**src/rtl/pal_gray_pkg.sv**
```systemverilog
package pal_gray_pkg;

    localparam int COMP_W = 6;
    localparam int SUM_W  = 16;
    localparam int ENT_W  = 3 * COMP_W;

    localparam int WT_RED  = 77;
    localparam int WT_GRN  = 151;
    localparam int WT_BLU  = 28;
    localparam int RND_ADD = 128;
    localparam int FRAC_SH = 8;

    localparam logic [COMP_W-1:0] COMP_MAX = '1;

    typedef struct packed {
        logic [COMP_W-1:0] red;
        logic [COMP_W-1:0] grn;
        logic [COMP_W-1:0] blu;
    } rgb_t;

    typedef enum logic [1:0] {
        ST_IDLE  = 2'd0,
        ST_READ  = 2'd1,
        ST_CALC  = 2'd2,
        ST_WRITE = 2'd3
    } eng_state_e;

    function automatic logic [COMP_W-1:0] clamp_comp(input logic [SUM_W-1:0] v);
        if (v > SUM_W'(COMP_MAX))
            return COMP_MAX;
        return v[COMP_W-1:0];
    endfunction

    function automatic rgb_t gray_entry(input logic [COMP_W-1:0] g);
        rgb_t e;
        e.red = g;
        e.grn = g;
        e.blu = g;
        return e;
    endfunction

endpackage

```
**src/rtl/pal_gray_luma.sv**
```systemverilog
module pal_gray_luma
    import pal_gray_pkg::*;
(
    input  rgb_t              pix_i,
    output logic [COMP_W-1:0] gray_o
);

    logic [SUM_W-1:0] acc;
    logic [SUM_W-1:0] scaled;

    always_comb begin
        acc = SUM_W'(WT_RED) * SUM_W'(pix_i.red)
            + SUM_W'(WT_GRN) * SUM_W'(pix_i.grn)
            + SUM_W'(WT_BLU) * SUM_W'(pix_i.blu)
            + SUM_W'(RND_ADD);
        scaled = acc >> FRAC_SH;
        gray_o = clamp_comp(scaled);
    end

endmodule

```
**src/rtl/pal_gray_walker.sv**
```systemverilog
module pal_gray_walker #(
    parameter int  DEPTH = 256,
    localparam int AW    = $clog2(DEPTH),
    localparam int CW    = $clog2(DEPTH + 1)
) (
    input  logic          clk,
    input  logic          rst,
    input  logic          load_i,
    input  logic [AW-1:0] base_i,
    input  logic [CW-1:0] count_i,
    input  logic          step_i,
    output logic [AW-1:0] idx_o,
    output logic          last_o
);

    localparam logic [AW-1:0] TOP_IDX = AW'(DEPTH - 1);

    logic [AW-1:0] idx_q;
    logic [CW-1:0] left_q;

    always_ff @(posedge clk) begin
        if (rst) begin
            idx_q  <= '0;
            left_q <= '0;
        end else if (load_i) begin
            idx_q  <= base_i;
            left_q <= count_i;
        end else if (step_i) begin
            idx_q  <= (idx_q == TOP_IDX) ? '0 : idx_q + AW'(1);
            left_q <= left_q - CW'(1);
        end
    end

    assign idx_o  = idx_q;
    assign last_o = (left_q == CW'(1));

endmodule

```
**src/rtl/pal_gray_engine.sv**
```systemverilog
module pal_gray_engine
    import pal_gray_pkg::*;
#(
    parameter int  PAL_DEPTH = 256,
    localparam int AW        = $clog2(PAL_DEPTH),
    localparam int CW        = $clog2(PAL_DEPTH + 1)
) (
    input  logic             clk,
    input  logic             rst,
    input  logic             start_i,
    input  logic [AW-1:0]    base_i,
    input  logic [CW-1:0]    count_i,
    output logic             busy_o,
    output logic             blank_o,
    output logic             done_o,
    output logic [AW-1:0]    pal_addr_o,
    input  logic [ENT_W-1:0] pal_rdata_i,
    output logic [ENT_W-1:0] pal_wdata_o,
    output logic             pal_we_o
);

    eng_state_e        st_q, st_d;
    logic [COMP_W-1:0] gray_q;
    logic [COMP_W-1:0] gray_w;
    logic              done_q;
    logic              blank_q;
    logic              accept;
    logic              zero_req;
    logic              load;
    logic              step;
    logic              last_w;
    logic              finish;
    logic [AW-1:0]     idx_w;
    rgb_t              pix_w;

    assign accept   = (st_q == ST_IDLE) && start_i;
    assign zero_req = (count_i == '0);
    assign load     = accept && !zero_req;
    assign step     = (st_q == ST_WRITE);
    assign finish   = step && last_w;
    assign pix_w    = rgb_t'(pal_rdata_i);

    pal_gray_walker #(.DEPTH(PAL_DEPTH)) u_walk (
        .clk     (clk),
        .rst     (rst),
        .load_i  (load),
        .base_i  (base_i),
        .count_i (count_i),
        .step_i  (step),
        .idx_o   (idx_w),
        .last_o  (last_w)
    );

    pal_gray_luma u_luma (
        .pix_i  (pix_w),
        .gray_o (gray_w)
    );

    always_comb begin
        st_d = st_q;
        unique case (st_q)
            ST_IDLE:  if (load) st_d = ST_READ;
            ST_READ:  st_d = ST_CALC;
            ST_CALC:  st_d = ST_WRITE;
            ST_WRITE: st_d = last_w ? ST_IDLE : ST_READ;
            default:  st_d = ST_IDLE;
        endcase
    end

    always_ff @(posedge clk) begin
        if (rst) begin
            st_q    <= ST_IDLE;
            gray_q  <= '0;
            done_q  <= 1'b0;
            blank_q <= 1'b0;
        end else begin
            st_q   <= st_d;
            done_q <= (accept && zero_req) || finish;
            if (st_q == ST_CALC)
                gray_q <= gray_w;
            if (load)
                blank_q <= 1'b1;
            else if (finish)
                blank_q <= 1'b0;
        end
    end

    assign busy_o      = (st_q != ST_IDLE);
    assign blank_o     = blank_q;
    assign done_o      = done_q;
    assign pal_addr_o  = idx_w;
    assign pal_we_o    = step;
    assign pal_wdata_o = gray_entry(gray_q);

    // blanking register follows the FSM's busy span
    p_blank_busy_r6: assert property (@(posedge clk) disable iff (rst)
        blank_o == busy_o);

    // never two write strobes in adjacent cycles
    p_write_gap_r5: assert property (@(posedge clk) disable iff (rst)
        pal_we_o |=> !pal_we_o);

    // address held from read through write
    p_addr_hold_r5: assert property (@(posedge clk) disable iff (rst)
        (st_q == ST_CALC || st_q == ST_WRITE) |-> $stable(pal_addr_o));

    // after a non-final write the address moves to the next entry
    p_addr_step_r4: assert property (@(posedge clk) disable iff (rst)
        (pal_we_o && !last_w) |=> (pal_addr_o ==
            (($past(pal_addr_o) == AW'(PAL_DEPTH - 1)) ? AW'(0)
                                                        : $past(pal_addr_o) + AW'(1))));

    // completion is a single pulse unless a new start arrives
    p_done_pulse_r7: assert property (@(posedge clk) disable iff (rst)
        (done_o && !start_i) |=> !done_o);

    // zero-count start completes at once without writing
    p_zero_count_r8: assert property (@(posedge clk) disable iff (rst)
        (st_q == ST_IDLE && start_i && count_i == '0) |=> (done_o && !busy_o && !pal_we_o));

    // a start while busy does not restart the pass
    p_busy_start_r9: assert property (@(posedge clk) disable iff (rst)
        (st_q == ST_READ && start_i) |=> (st_q == ST_CALC && $stable(pal_addr_o)));

endmodule

```
**config.mk**
```make
export PLATFORM = sky130hd
export DESIGN_NAME = pal_gray_engine
export DESIGN_NICKNAME = d
export VERILOG_FILES = /design/src/rtl/pal_gray_pkg.sv /design/src/rtl/pal_gray_luma.sv /design/src/rtl/pal_gray_walker.sv /design/src/rtl/pal_gray_engine.sv
export SDC_FILE = /design/constraint.sdc
export NUM_CORES = 1
export LEC_CHECK = 0
export BUFFER_PORTS_ARGS = -buffer_cell sky130_fd_sc_hd__buf_4
export CAP_MARGIN = 20
export CORE_MARGIN = 2
export CORE_UTILIZATION = 50
export CTS_CLUSTER_SIZE = 14
export DETAILED_ROUTE_END_ITERATION = 8
export PLACE_DENSITY = 0.72
export SLEW_MARGIN = 20
export SYNTH_ARGS = -nofsm -noshare
export SYNTH_HDL_FRONTEND = slang
export SYNTH_SLANG_ARGS = --single-unit
export TNS_END_PERCENT = 30
```
**constraint.sdc**
```tcl
create_clock -name clk -period 17.45 [get_ports clk]
set_input_delay 2.6175 -clock clk [delete_from_list [all_inputs] [get_ports clk]]
set_output_delay 2.6175 -clock clk [all_outputs]
set_load 0.02 [all_outputs]
```
## After elaboration in Yosys (flattened, before gate mapping)

Cells that the tools add are included.

- Equality and inequality tests: 6
- $mul: 3
- Add/sub/neg operators: 5
- Reductions and logical operators: 11
- Mux-type cells: 13
- Order comparisons: 1

Operators by type and width:

| cell | count |
|---|---|
| 8-bit 2-to-1 mux | 3 |
| 9-bit 2-to-1 mux | 2 |
| 16-bit by 11-bit adder with 16-bit output | 1 |
| 16-bit by 8-bit adder with 16-bit output, second input constant | 1 |
| 13-bit by 14-bit adder with 15-bit output | 1 |
| 8-bit by 6-bit multiplier with 14-bit output, first input constant | 1 |
| 7-bit by 6-bit multiplier with 13-bit output, first input constant | 1 |
| 6-bit 2-to-1 mux | 2 |
| 9-bit by 1-bit == test with 1-bit output, second input constant | 1 |
| 9-bit logical NOT | 1 |
| 3-bit by 6-bit multiplier with 9-bit output, first input constant | 1 |
| 9-bit by 1-bit subtractor with 9-bit output, second input constant | 1 |
| 8-bit by 1-bit adder with 8-bit output, second input constant | 1 |
| 8-bit == test, second input constant | 1 |
| 8-bit by 6-bit > comparator with 1-bit output, second input constant | 1 |
| 2-bit one-hot mux with 4 select lines | 1 |
| 2-bit nonzero test | 3 |
| 2-bit == test, second input constant | 2 |
| 1-bit logical AND | 4 |
| 1-bit 2-to-1 mux | 4 |
| 2-bit by 1-bit == test with 1-bit output, second input constant | 1 |
| 2-bit logical NOT | 1 |
| 2-bit 2-to-1 mux | 1 |
| 2-bit inequality test, second input constant | 1 |
| other kinds (2) | 2 |

- Flip-flop bits (word level): 27

## Logic depth before layout (Yosys ltp)

Gate-level depths: netlist of run 1.

- Depth after elaboration: 7
- Mapped depth: 23
- Depth with buffers taken out: 23

## By module

From an unflattened synthesis of run 1, not the netlist that was laid out.

- Cell total of the unflattened synthesis: 411
- Area total of the unflattened synthesis: 3895.0 sq um

By module, submodules not included:

| module | times used | area an instance (sq um) | cells each |
|---|---|---|---|
| pal_gray_luma | 1 | 2338.5 | 232 |
| pal_gray_walker | 1 | 950.9 | 113 |
| pal_gray_engine | 1 | 605.6 | 66 |

## Worst setup path before layout of run 1

No wires, ideal clock.

- Path type: input -> register
- Start point: input port pal_rdata_i[9]
- End point: register gray_q[0]
- Setup slack: 9467 ps
- Buffers on the path: 0
- Stages on the path: 22
- Data arrival time: 7863 ps
- Cell sequence: fa_1 -> inv_1 -> fa_1 -> inv_1 -> fa_1 -> inv_1 -> fa_1 -> inv_1 -> fa_1 -> ha_1 -> o211ai_1 -> o21a_1 -> o21a_1 -> xnor2_1 -> ha_1 -> ha_1 -> o21ai_0 -> nand2b_1 -> a21oi_1 -> a21oi_1 -> and4_1 -> o31a_1

- Cells in the longest elaborated chain, start to end: 7

RTL lines:

| what | RTL line | RTL |
|---|---|---|
| start: declaration | pal_gray_engine.sv:17 | `input logic [ENT_W-1:0] pal_rdata_i,` |
| 8-bit by 6-bit multiplier with 14-bit output (*) | pal_gray_luma.sv:13 | `+ SUM_W'(WT_GRN) * SUM_W'(pix_i.grn)` |
| 13-bit by 14-bit adder with 15-bit output (*) | pal_gray_luma.sv:13 |  |
| 16-bit by 11-bit adder with 16-bit output (*) | pal_gray_luma.sv:14 | `+ SUM_W'(WT_BLU) * SUM_W'(pix_i.blu)` |
| 16-bit by 8-bit adder with 16-bit output (*) | pal_gray_luma.sv:15 | `+ SUM_W'(RND_ADD);` |
| 8-bit by 6-bit > comparator with 1-bit output | pal_gray_pkg.sv:29 | `if (v > SUM_W'(COMP_MAX))` |
| 1-bit 2-to-1 mux | pal_gray_pkg.sv:29 |  |
| 6-bit 2-to-1 mux (*) | pal_gray_pkg.sv:31 | `return v[COMP_W-1:0];` |
| end signal: assignment | pal_gray_engine.sv:80 | `gray_q <= gray_w;` |
| end: declaration | pal_gray_engine.sv:23 | `logic [COMP_W-1:0] gray_q;` |

Mark *: on every way between the ends. The rest lies on a longest branch, timed or not.
A chain may end at the register's enable or synchronous reset.

## Worst setup path after layout of run 1

Same ends and word-level chain as after synthesis.

==> run summary, run 1 <==
pwr dens: 205 mW/mm2
DRT Pass-1 Iters: 4
Final Setup Violations: 0
final max-slew violation count: 0
# rows: 32
Slew headroom: 0.440
Max Fclk: 0.123 GHz
Most used DFF post-synth: dfxtp_1
arrival time worst endpoint: 8.32 ns
met1 GRT Util: 0.241
synth top area cells: ha_1 25%, fa_1 18%, dfxtp_1 13%, inv_1 6.4%, xnor2_1 4.4%
Worst-Margin Slew: 0.840 ns
final hold violations: 0
DR vias: 3,214
leakage: 2.25 nW
IO buf count: 67
sequential standard cell area: 541 um2
Post-synth top cells: 81 x ha_1, 69 x inv_1, 41 x nor2_1
largest net degree at the start of global routing: 28
die width: 93.7 um
Sw Pwr: 0.000486 W
Setup crit start kind: input pin
GRT Total Usage: 0.191
asr flop ratio synth: 0
Tot Pwr: 0.000941 W
drt drc: 0
Antenna diodes: 0
Net Sw Frac: 0.517
CP Capture Type: flop
post-route ant nets: 0
global-route wire length before repair: 13,900 um
DR iter-0 viols: 59
CTS tree: yes
post-cts sizing count: 0
Net Count, Synth: 603
Mapped Cells: 448
Clock power frac: 0.039
DR WL/cell: 12.9 um
Root Buffer Master: clkbuf_8
Total Wirelength: 7760 um
clk_skew: 0.00581 ns
Reg clk slew, reported paths: 0.10 ns
Post-CTS Hold Fix Bufs: 0
GRT met3 Usage: 0.0120
Area Overhead vs Synth: 14.0%
HP Class: flop to flop
initial antenna violation count: 0
Bufs on Longest Clock Path: 2
Worst-Skew Late Latency: 0.27 ns
post-detail-place hpwl: 6620 um
Initial Util: 0.518
# Post-CTS Setup Buffers: 0
area of the multi-input gates: 0.00311 mm2
Die Footprint: 0.00878 mm2
IO Count: 68
Fill cells: 721
post-synth top area share: 0.252
Comb pwr share: 0.852
RSZ-0062 raised after global routing: no
busiest grt layer: met2
Critical Path RT: 17.62 ns
GPL Wtd Cong: 0.833
CTS buffer count: 3
number of nets in the layout: 656
number of global-route vias before repair: 3,255
core area: 0.00777 mm2
register area share after synthesis: 0.134
H-tree levels: 1
VDD IR max: 0.218 mV
Yosys cell types: 51
Mapped Area: 0.00402 mm2
crit path max fanout: 5
count leader, synth: ha_1
status: complete, no violations
share of cells above drive strength 1: 0.162
setup TNS: 0 ns
Yosys Warn Count: 0
total grt overflow: 0
Hold Slack: 0.506 ns
Reg power frac: 0.109
syn avg cell area: 8.98 um2
Final Critical Period: 8.14 ns
period utilization: 0.467
Num Clock Sinks: 27
DIE HEIGHT: 93.7 um
Synth area leader: ha_1
number of flops mapped to enable cells by yosys: 0
Vias per Instance: 5.34
met2 usage: 0.358
cell internal pwr: 0.000455 W
Max-Cap Viols: 0
CP Class: input pin to flop
Yosys reg bits: 27
==> registers in the layout, indices dropped and copies added, names as in the netlist <==
signal / count
u_walk.left_q: 9
u_walk.idx_o: 8
gray_q: 6
st_q: 2
blank_o: 1
done_o: 1
==> cell type report <==
type                            count  share of cell area
Inverter                           69              0.0565
Clock inverter                      1             0.00164
Sequential cell                    27               0.118
Clock buffer                        3             0.00901
Multi-Input combinational cell    333               0.677
Tap cell                          102              0.0278
Timing Repair Buffer               67               0.110
==> power groups by stage <==
stage	Clock (W)	Sequential [W]	Combinational (W)
floorplan	0	0.000114	0.000634
global placement	0	0.000103	0.000782
detailed placement	0	0.000104	0.000801
CTS	0.0000370	0.000103	0.000807
global route	0.0000404	0.000106	0.000924
finish	0.0000365	0.000103	0.000802
==> per-stage QoR <==
stage               std cells  setup WS [ns]   util  instance area (um2)
global placement          598           9.13  0.584                 4540
finish                    602           9.31  0.590                 4580
detailed placement        598           9.02  0.584                 4540
global route              602           8.96  0.590                 4580
CTS                       602           9.30  0.590                 4580
floorplan                 448           9.47      -                 4020
==> placed cells by master (no fill, tap or decap), types with 2 or more instances in the layout <==
| cell | netlist | layout |
|---|---|---|
| ha_1 | 81 | 81 |
| inv_1 | 69 | 69 |
| buf_4 | 12 | 67 |
| nor2_1 | 41 | 41 |
| fa_1 | 36 | 36 |
| dfxtp_1 | 27 | 27 |
| a21oi_1 | 25 | 25 |
| xnor2_1 | 20 | 20 |
| a211oi_1 | 18 | 18 |
| nand2_1 | 17 | 17 |
| o21ai_0 | 9 | 9 |
| nand3_1 | 9 | 9 |
| xor2_1 | 8 | 8 |
| o21a_1 | 5 | 5 |
| nand4_1 | 5 | 5 |
| nand2b_1 | 4 | 4 |
| and3_1 | 4 | 4 |
| nor3_1 | 4 | 4 |
| a32oi_1 | 4 | 4 |
| o211ai_1 | 3 | 3 |
| o21bai_1 | 3 | 3 |
| nor4_1 | 3 | 3 |
| o21ai_1 | 3 | 3 |
| o31a_1 | 3 | 3 |
| clkbuf_8 | 0 | 3 |
| nor2b_1 | 2 | 2 |
| a21o_1 | 2 | 2 |
| and3_4 | 2 | 2 |
| or4_4 | 2 | 2 |
==> path summary, 6_finish.rpt <==
check | from | to | slack (ns) | depth (start not counted)
worst min register to register | blank_o$_SDFFE_PP0P_ | blank_o$_SDFFE_PP0P_ | 0.51 | 2
worst max register to register | st_q[1]$_SDFFE_PP0P_ | u_walk.idx_o[3]$_SDFFE_PP0P_ | 15.09 | 8
worst min-delay path | blank_o$_SDFFE_PP0P_ | blank_o$_SDFFE_PP0P_ | 0.51 | 2
worst max-delay path | pal_rdata_i[9] | gray_q[0]$_SDFFE_PP0N_ | 9.31 | 22
==> cell families after synthesis <==
kind of cell	synth area share
AOI/OAI and AO/OA	0.151
xor gates and xnor gates	0.0610
adders and majority gates	0.431
buffers and inverters	0.0936
DFF	0.134
muxes	0.00249
and+or+nand+nor	0.126
==> worst max-delay path: stages <==
cell      delay, ns
buf_4          0.14
fa_1           0.53
inv_1          0.05
fa_1           0.50
inv_1          0.06
fa_1           0.53
inv_1          0.05
fa_1           0.52
inv_1          0.05
fa_1           0.42
ha_1           0.39
a211oi_2       0.33
a21oi_1        0.14
a21oi_1        0.14
ha_1           0.24
ha_1           0.36
a21oi_1        0.21
nand2_1        0.08
a31oi_1        0.24
a21oi_1        0.19
and4_1         0.24
o31a_1         0.28
==> metal layers <==
metal | part of all wire | up-vias
met1 | 0.45 | 1509
met2 | 0.50 | 74
met5 | 0 | -
met3 | 0.038 | 9
li1 | - | 1622
met4 | 0.012 | 0
Note: power is estimated with default switching activity, not from simulation.
==> inputs of run 2 (changes only) <==
--- a/config.mk
+++ b/config.mk
@@ -5,13 +5,14 @@
 export SDC_FILE = /design/constraint.sdc
 export NUM_CORES = 1
 export LEC_CHECK = 0
+export ABC_AREA = 1
 export BUFFER_PORTS_ARGS = -buffer_cell sky130_fd_sc_hd__buf_4
 export CAP_MARGIN = 20
 export CORE_MARGIN = 2
 export CORE_UTILIZATION = 50
 export CTS_CLUSTER_SIZE = 14
 export DETAILED_ROUTE_END_ITERATION = 8
-export PLACE_DENSITY = 0.72
+export PLACE_DENSITY = 0.75
 export SLEW_MARGIN = 20
 export SYNTH_ARGS = -nofsm -noshare
 export SYNTH_HDL_FRONTEND = slang
==> constraint.sdc (replaced) <==
create_clock -name clk -period 6.98 [get_ports clk]
set_input_delay 1.047 -clock clk [delete_from_list [all_inputs] [get_ports clk]]
set_output_delay 1.047 -clock clk [all_outputs]
set_load 0.02 [all_outputs]
==> run 2 against run 1 <==
Clock skew shrank 0.0042 ns. Sequential share of layout area shrank 0.69 points. Via count grew 14%. Design area grew 6.2%. Global-route usage grew 1.5 points. Clock-buffer cell count is the same. Largest cell class unchanged.
==> run summary, run 2 <==
number of global-route vias before repair: 3,767
met2 wire len: 4740 um
max reg flops: 9
post-cts sizing count: 0
post-detail-place hpwl: 8020 um
Fill cells: 773
DR vias: 3,679
Num Clock Sinks: 27
setup TNS: 0 ns
post-synth top area share: 0.235
Max Fclk: 0.157 GHz
Die Footprint: 0.00937 mm2
crit path max fanout: 5
CTS buffer count: 3
# rows: 33
H-tree levels: 1
die width: 96.8 um
Reg clk slew, reported paths: 0.10 ns
Yosys cell types: 43
initial antenna violation count: 0
period utilization: 0.910
core area: 0.00830 mm2
Yosys reg bits: 27
CP Class: input pin to flop
Most used DFF post-synth: dfxtp_1
Bufs on Longest Clock Path: 2
Max-Cap Viols: 0
met3 wire len: 332 um
most common cell after layout, fill and taps aside: inv_1
Post-Place Cells: 716
clk_skew: 0.00157 ns
Net Count, Synth: 716
RSZ-0062 raised after global routing: no
# Post-CTS Setup Buffers: 0
count leader, synth: inv_1
fin area: 0.00487 mm2
final hold violations: 0
share of cells above drive strength 1: 0.156
IO Count: 68
Final Setup Violations: 0
asr flop ratio synth: 0
global-route wire length before repair: 16,600 um
total grt overflow: 0
status: complete, no violations
final cell count without fillers: 720
Post-synth top cells: 103 x inv_1, 95 x nand2_1, 81 x ha_1
GPL Wtd Cong: 0.948
Synth area leader: ha_1
number of flops mapped to enable cells by yosys: 0
drt drc: 0
Vias per Instance: 5.11
CP Capture Type: flop
Yosys Warn Count: 0
post-route ant nets: 0
IO buf count: 67
Area Overhead vs Synth: 13.1%
DR iter-0 viols: 103
Metal-1 WL: 4130 um
DRT Pass-1 Iters: 4
Total Wirelength: 9230 um
register area share after synthesis: 0.126
Slew headroom: 0.324
Worst-Margin Slew: 1.01 ns
most frequent cells in the layout: 103 x inv_1, 95 x nand2_1, 81 x ha_1
Root Buffer Master: clkbuf_8
final max-slew violation count: 0
Mapped Area: 0.00430 mm2
Initial Util: 0.519
DR WL/cell: 12.8 um
Critical Path RT: 7.16 ns
largest net degree at the start of global routing: 22
number of nets in the layout: 771
Antenna diodes: 0
Worst-Skew Late Latency: 0.27 ns
CTS tree: yes
DIE HEIGHT: 96.8 um
synth top area cells: ha_1 24%, fa_1 17%, dfxtp_1 13%, inv_1 9.0%, nand2_1 8.3%
HP Class: flop to flop
GRT Total Usage: 0.205
Top reg by flops: u_walk.left_q
Setup crit start kind: input pin
Post-CTS Hold Fix Bufs: 0
Final Critical Period: 6.35 ns
arrival time worst endpoint: 6.53 ns
Mapped Cells: 561
Placement Cell Area: 0.00482 mm2
syn avg cell area: 7.67 um2
DR top layer: met4
## run 2: final cells by class
class                           count  area [um2]  area share
Sequential cell                    27         541       0.111
Clock buffer                        3        41.3     0.00848
Clock inverter                      1        7.51     0.00154
Inverter                          108         405      0.0832
Timing Repair Buffer               67         503       0.103
Multi-Input combinational cell    409        3240       0.665
Tap cell                          105         131      0.0270
## run 2: per-stage QoR
stage | hold slack (ns) | util | setup slack, ns
after floorplan | 0.482 | - | 0.807
after global placement | 0.452 | 0.581 | 0.486
after detailed placement | 0.456 | 0.581 | 0.344
after CTS | 0.471 | 0.587 | 0.643
after global routing | 0.535 | 0.587 | 0.248
final | 0.470 | 0.587 | 0.628
## run 2: logic make-up (layout without fill, tap and decap cells)
family,Yosys count,after routing,share of synthesized area
flops,27,27,0.126
simple gates,205,205,0.216
buf+inv,125,179,0.122
xor+xnor,21,21,0.0427
fa+ha+maj,117,117,0.403
compound gates,66,66,0.0913
## run 2: critical path, cell delays in order
cell and delay (ns):
buf_4 0.14, fa_1 0.54, inv_1 0.05, fa_1 0.50, inv_1 0.06, fa_1 0.52, inv_1 0.05, fa_1 0.53
inv_1 0.06, fa_1 0.47, ha_1 0.39, nand2_1 0.11, o21bai_1 0.25, a21oi_1 0.12, xnor2_1 0.15, ha_1 0.30
ha_1 0.35, nand2_1 0.10, nor2_1 0.17, nand3_1 0.09, nand3_1 0.16, nand3b_1 0.14, nand3_1 0.08, nor2_1 0.12
nor2_1 0.04
## run 2: routing by layer
metal  vias up  track usage
met5         -            0
met1      1721        0.260
li1       1882            -
met2        72        0.393
met3         4       0.0173
met4         0       0.0184
## run 2: worst paths after layout
check                                           from                            end  slack [ns]  cells past startpoint
worst max register to register  st_q[0]$_SDFFE_PP0P_  u_walk.left_q[1]$_SDFFE_PP0P_        4.69                      9
worst min-delay path            blank_o$_SDFFE_PP0P_           blank_o$_SDFFE_PP0P_        0.47                      2
worst min register to register  blank_o$_SDFFE_PP0P_           blank_o$_SDFFE_PP0P_        0.47                      2
worst max-delay path                  pal_rdata_i[9]         gray_q[4]$_SDFFE_PP0N_        0.63                     25
Power of run 2 is left out: the tool's default activity adds up to more than one toggle a clock period on the data nets, which glitch-free logic cannot reach.
==> inputs of run 3 (changes only) <==
--- a/config.mk
+++ b/config.mk
@@ -12,7 +12,8 @@
 export CORE_UTILIZATION = 50
 export CTS_CLUSTER_SIZE = 14
 export DETAILED_ROUTE_END_ITERATION = 8
-export PLACE_DENSITY = 0.75
+export HOLD_SLACK_MARGIN = 0.02
+export PLACE_DENSITY = 0.72
 export SLEW_MARGIN = 20
 export SYNTH_ARGS = -nofsm -noshare
 export SYNTH_HDL_FRONTEND = slang
==> constraint.sdc (replaced) <==
create_clock -name clk -period 6.7 [get_ports clk]
set_input_delay 1.005 -clock clk [delete_from_list [all_inputs] [get_ports clk]]
set_output_delay 1.005 -clock clk [all_outputs]
set_load 0.02 [all_outputs]
==> run 3 against run 2 <==
Flip-flop and latch count is the same. Global-route usage shrank 1.2 points. Routed wire length is 4.8% lower. Worst setup slack worse by 0.23 ns. Critical path depth did not move. Clock skew increased by 0.0038 ns. Non-clock buffer count did not move. Utilization did not move. Hold slack hardly changed. Sequential share of layout area unchanged. Register-to-register slack worse by 0.30 ns. Critical path type unchanged.
==> run summary, run 3 (synthesis gave the netlist of run 2 again) <==
Area Overhead vs Synth: 13.1%
DR vias: 3,591
Setup crit start kind: input pin
die width: 96.8 um
Max-Cap Viols: 0
DRT Pass-1 Iters: 5
crit path max fanout: 5
Slew headroom: 0.330
Post-CTS Hold Fix Bufs: 0
number of global-route vias before repair: 3,562
HP Class: flop to flop
Antenna diodes: 0
post-cts sizing count: 0
total grt overflow: 0
post-route ant nets: 0
Max Fclk: 0.159 GHz
CTS buffer count: 3
post-detail-place hpwl: 7750 um
arrival time worst endpoint: 6.48 ns
DR top layer: met4
IO buf count: 67
# rows: 33
final hold violations: 0
most common cell after layout, fill and taps aside: inv_1
number of nets in the layout: 771
Final Setup Violations: 0
Num Clock Sinks: 27
drt drc: 0
slowest CP cell: fa_1
DR iter-0 viols: 120
Metal-1 WL: 4030 um
Bufs on Longest Clock Path: 2
share of cells above drive strength 1: 0.156
GRT Total Usage: 0.193
Worst-Margin Slew: 1.00 ns
DIE HEIGHT: 96.8 um
Root Buffer Master: clkbuf_8
Initial Util: 0.519
Critical Path RT: 6.87 ns
Reg clk slew, reported paths: 0.10 ns
CP Class: input pin to flop
clk_skew: 0.00533 ns
Top reg by flops: u_walk.left_q
largest net degree at the start of global routing: 22
Vias per Instance: 4.99
Die Footprint: 0.00937 mm2
met2 wire len: 4390 um
met3 wire len: 359 um
most frequent cells in the layout: 103 x inv_1, 95 x nand2_1, 81 x ha_1
global-route wire length before repair: 15,400 um
DR WL/cell: 12.2 um
CP Capture Type: flop
RSZ-0062 raised after global routing: no
GPL Wtd Cong: 0.923
core area: 0.00830 mm2
Fill cells: 754
Worst-Skew Late Latency: 0.27 ns
setup TNS: 0 ns
final max-slew violation count: 0
initial antenna violation count: 0
CTS tree: yes
period utilization: 0.941
H-tree levels: 1
status: complete, no violations
Total Wirelength: 8790 um
IO Count: 68
max reg flops: 9
Final Critical Period: 6.30 ns
most frequent CP cell: fa_1
# Post-CTS Setup Buffers: 0
Max stage delay on crit path: 0.54 ns
[run 3: cell counts in the layout (fill, tap and decap cells not counted)]
No cell type changed its count.
[run 3: per-layer routing]
metal  track usage  vias up
met5             0        -
met4        0.0293        0
met3        0.0188        2
met2         0.363       71
met1         0.242     1643
li1              -     1875
[run 3: final timing paths]
| kind | start | to | slack (ns) | depth (start not counted) |
|---|---|---|---|---|
| max | pal_rdata_i[9] | gray_q[4]$_SDFFE_PP0N_ | 0.40 | 25 |
| min | blank_o$_SDFFE_PP0P_ | blank_o$_SDFFE_PP0P_ | 0.47 | 2 |
| max reg2reg | st_q[0]$_SDFFE_PP0P_ | u_walk.left_q[1]$_SDFFE_PP0P_ | 4.39 | 9 |
| min reg2reg | blank_o$_SDFFE_PP0P_ | blank_o$_SDFFE_PP0P_ | 0.47 | 2 |
[run 3: metrics by stage]
step | setup WS [ns] | hold slack, ns | cells | instance area (um2) | util
6_report | 0.397 | 0.469 | 720 | 4870 | 0.587
5_1_grt | 0.0176 | 0.518 | 720 | 4870 | 0.587
4_1_cts | 0.408 | 0.472 | 720 | 4870 | 0.587
3_5_place_dp | 0.123 | 0.457 | 716 | 4820 | 0.581
3_3_place_gp | 0.253 | 0.455 | 716 | 4820 | 0.581
2_1_floorplan | 0.569 | 0.482 | 561 | 4300 | -
[run 3: final cells by class]
class	instances	area, um2	area share
tap	105	131	0.0270
inverter	108	405	0.0832
clock buffer	3	41.3	0.00848
clock inverter	1	7.51	0.00154
multi-input combinational	409	3240	0.665
sequential	27	541	0.111
timing repair buffer	67	503	0.103
[run 3: worst max-delay path: cells and delay by family]
kind | cells | cell delay, ns
buffers and inverters | 5 | 0.36
XOR/XNOR | 1 | 0.14
AO/OA/AOI/OAI | 2 | 0.38
AND/OR/NAND/NOR | 9 | 0.98
adder cells (fa/ha/maj) | 8 | 3.60
Power of run 3 is left out for the same reason.
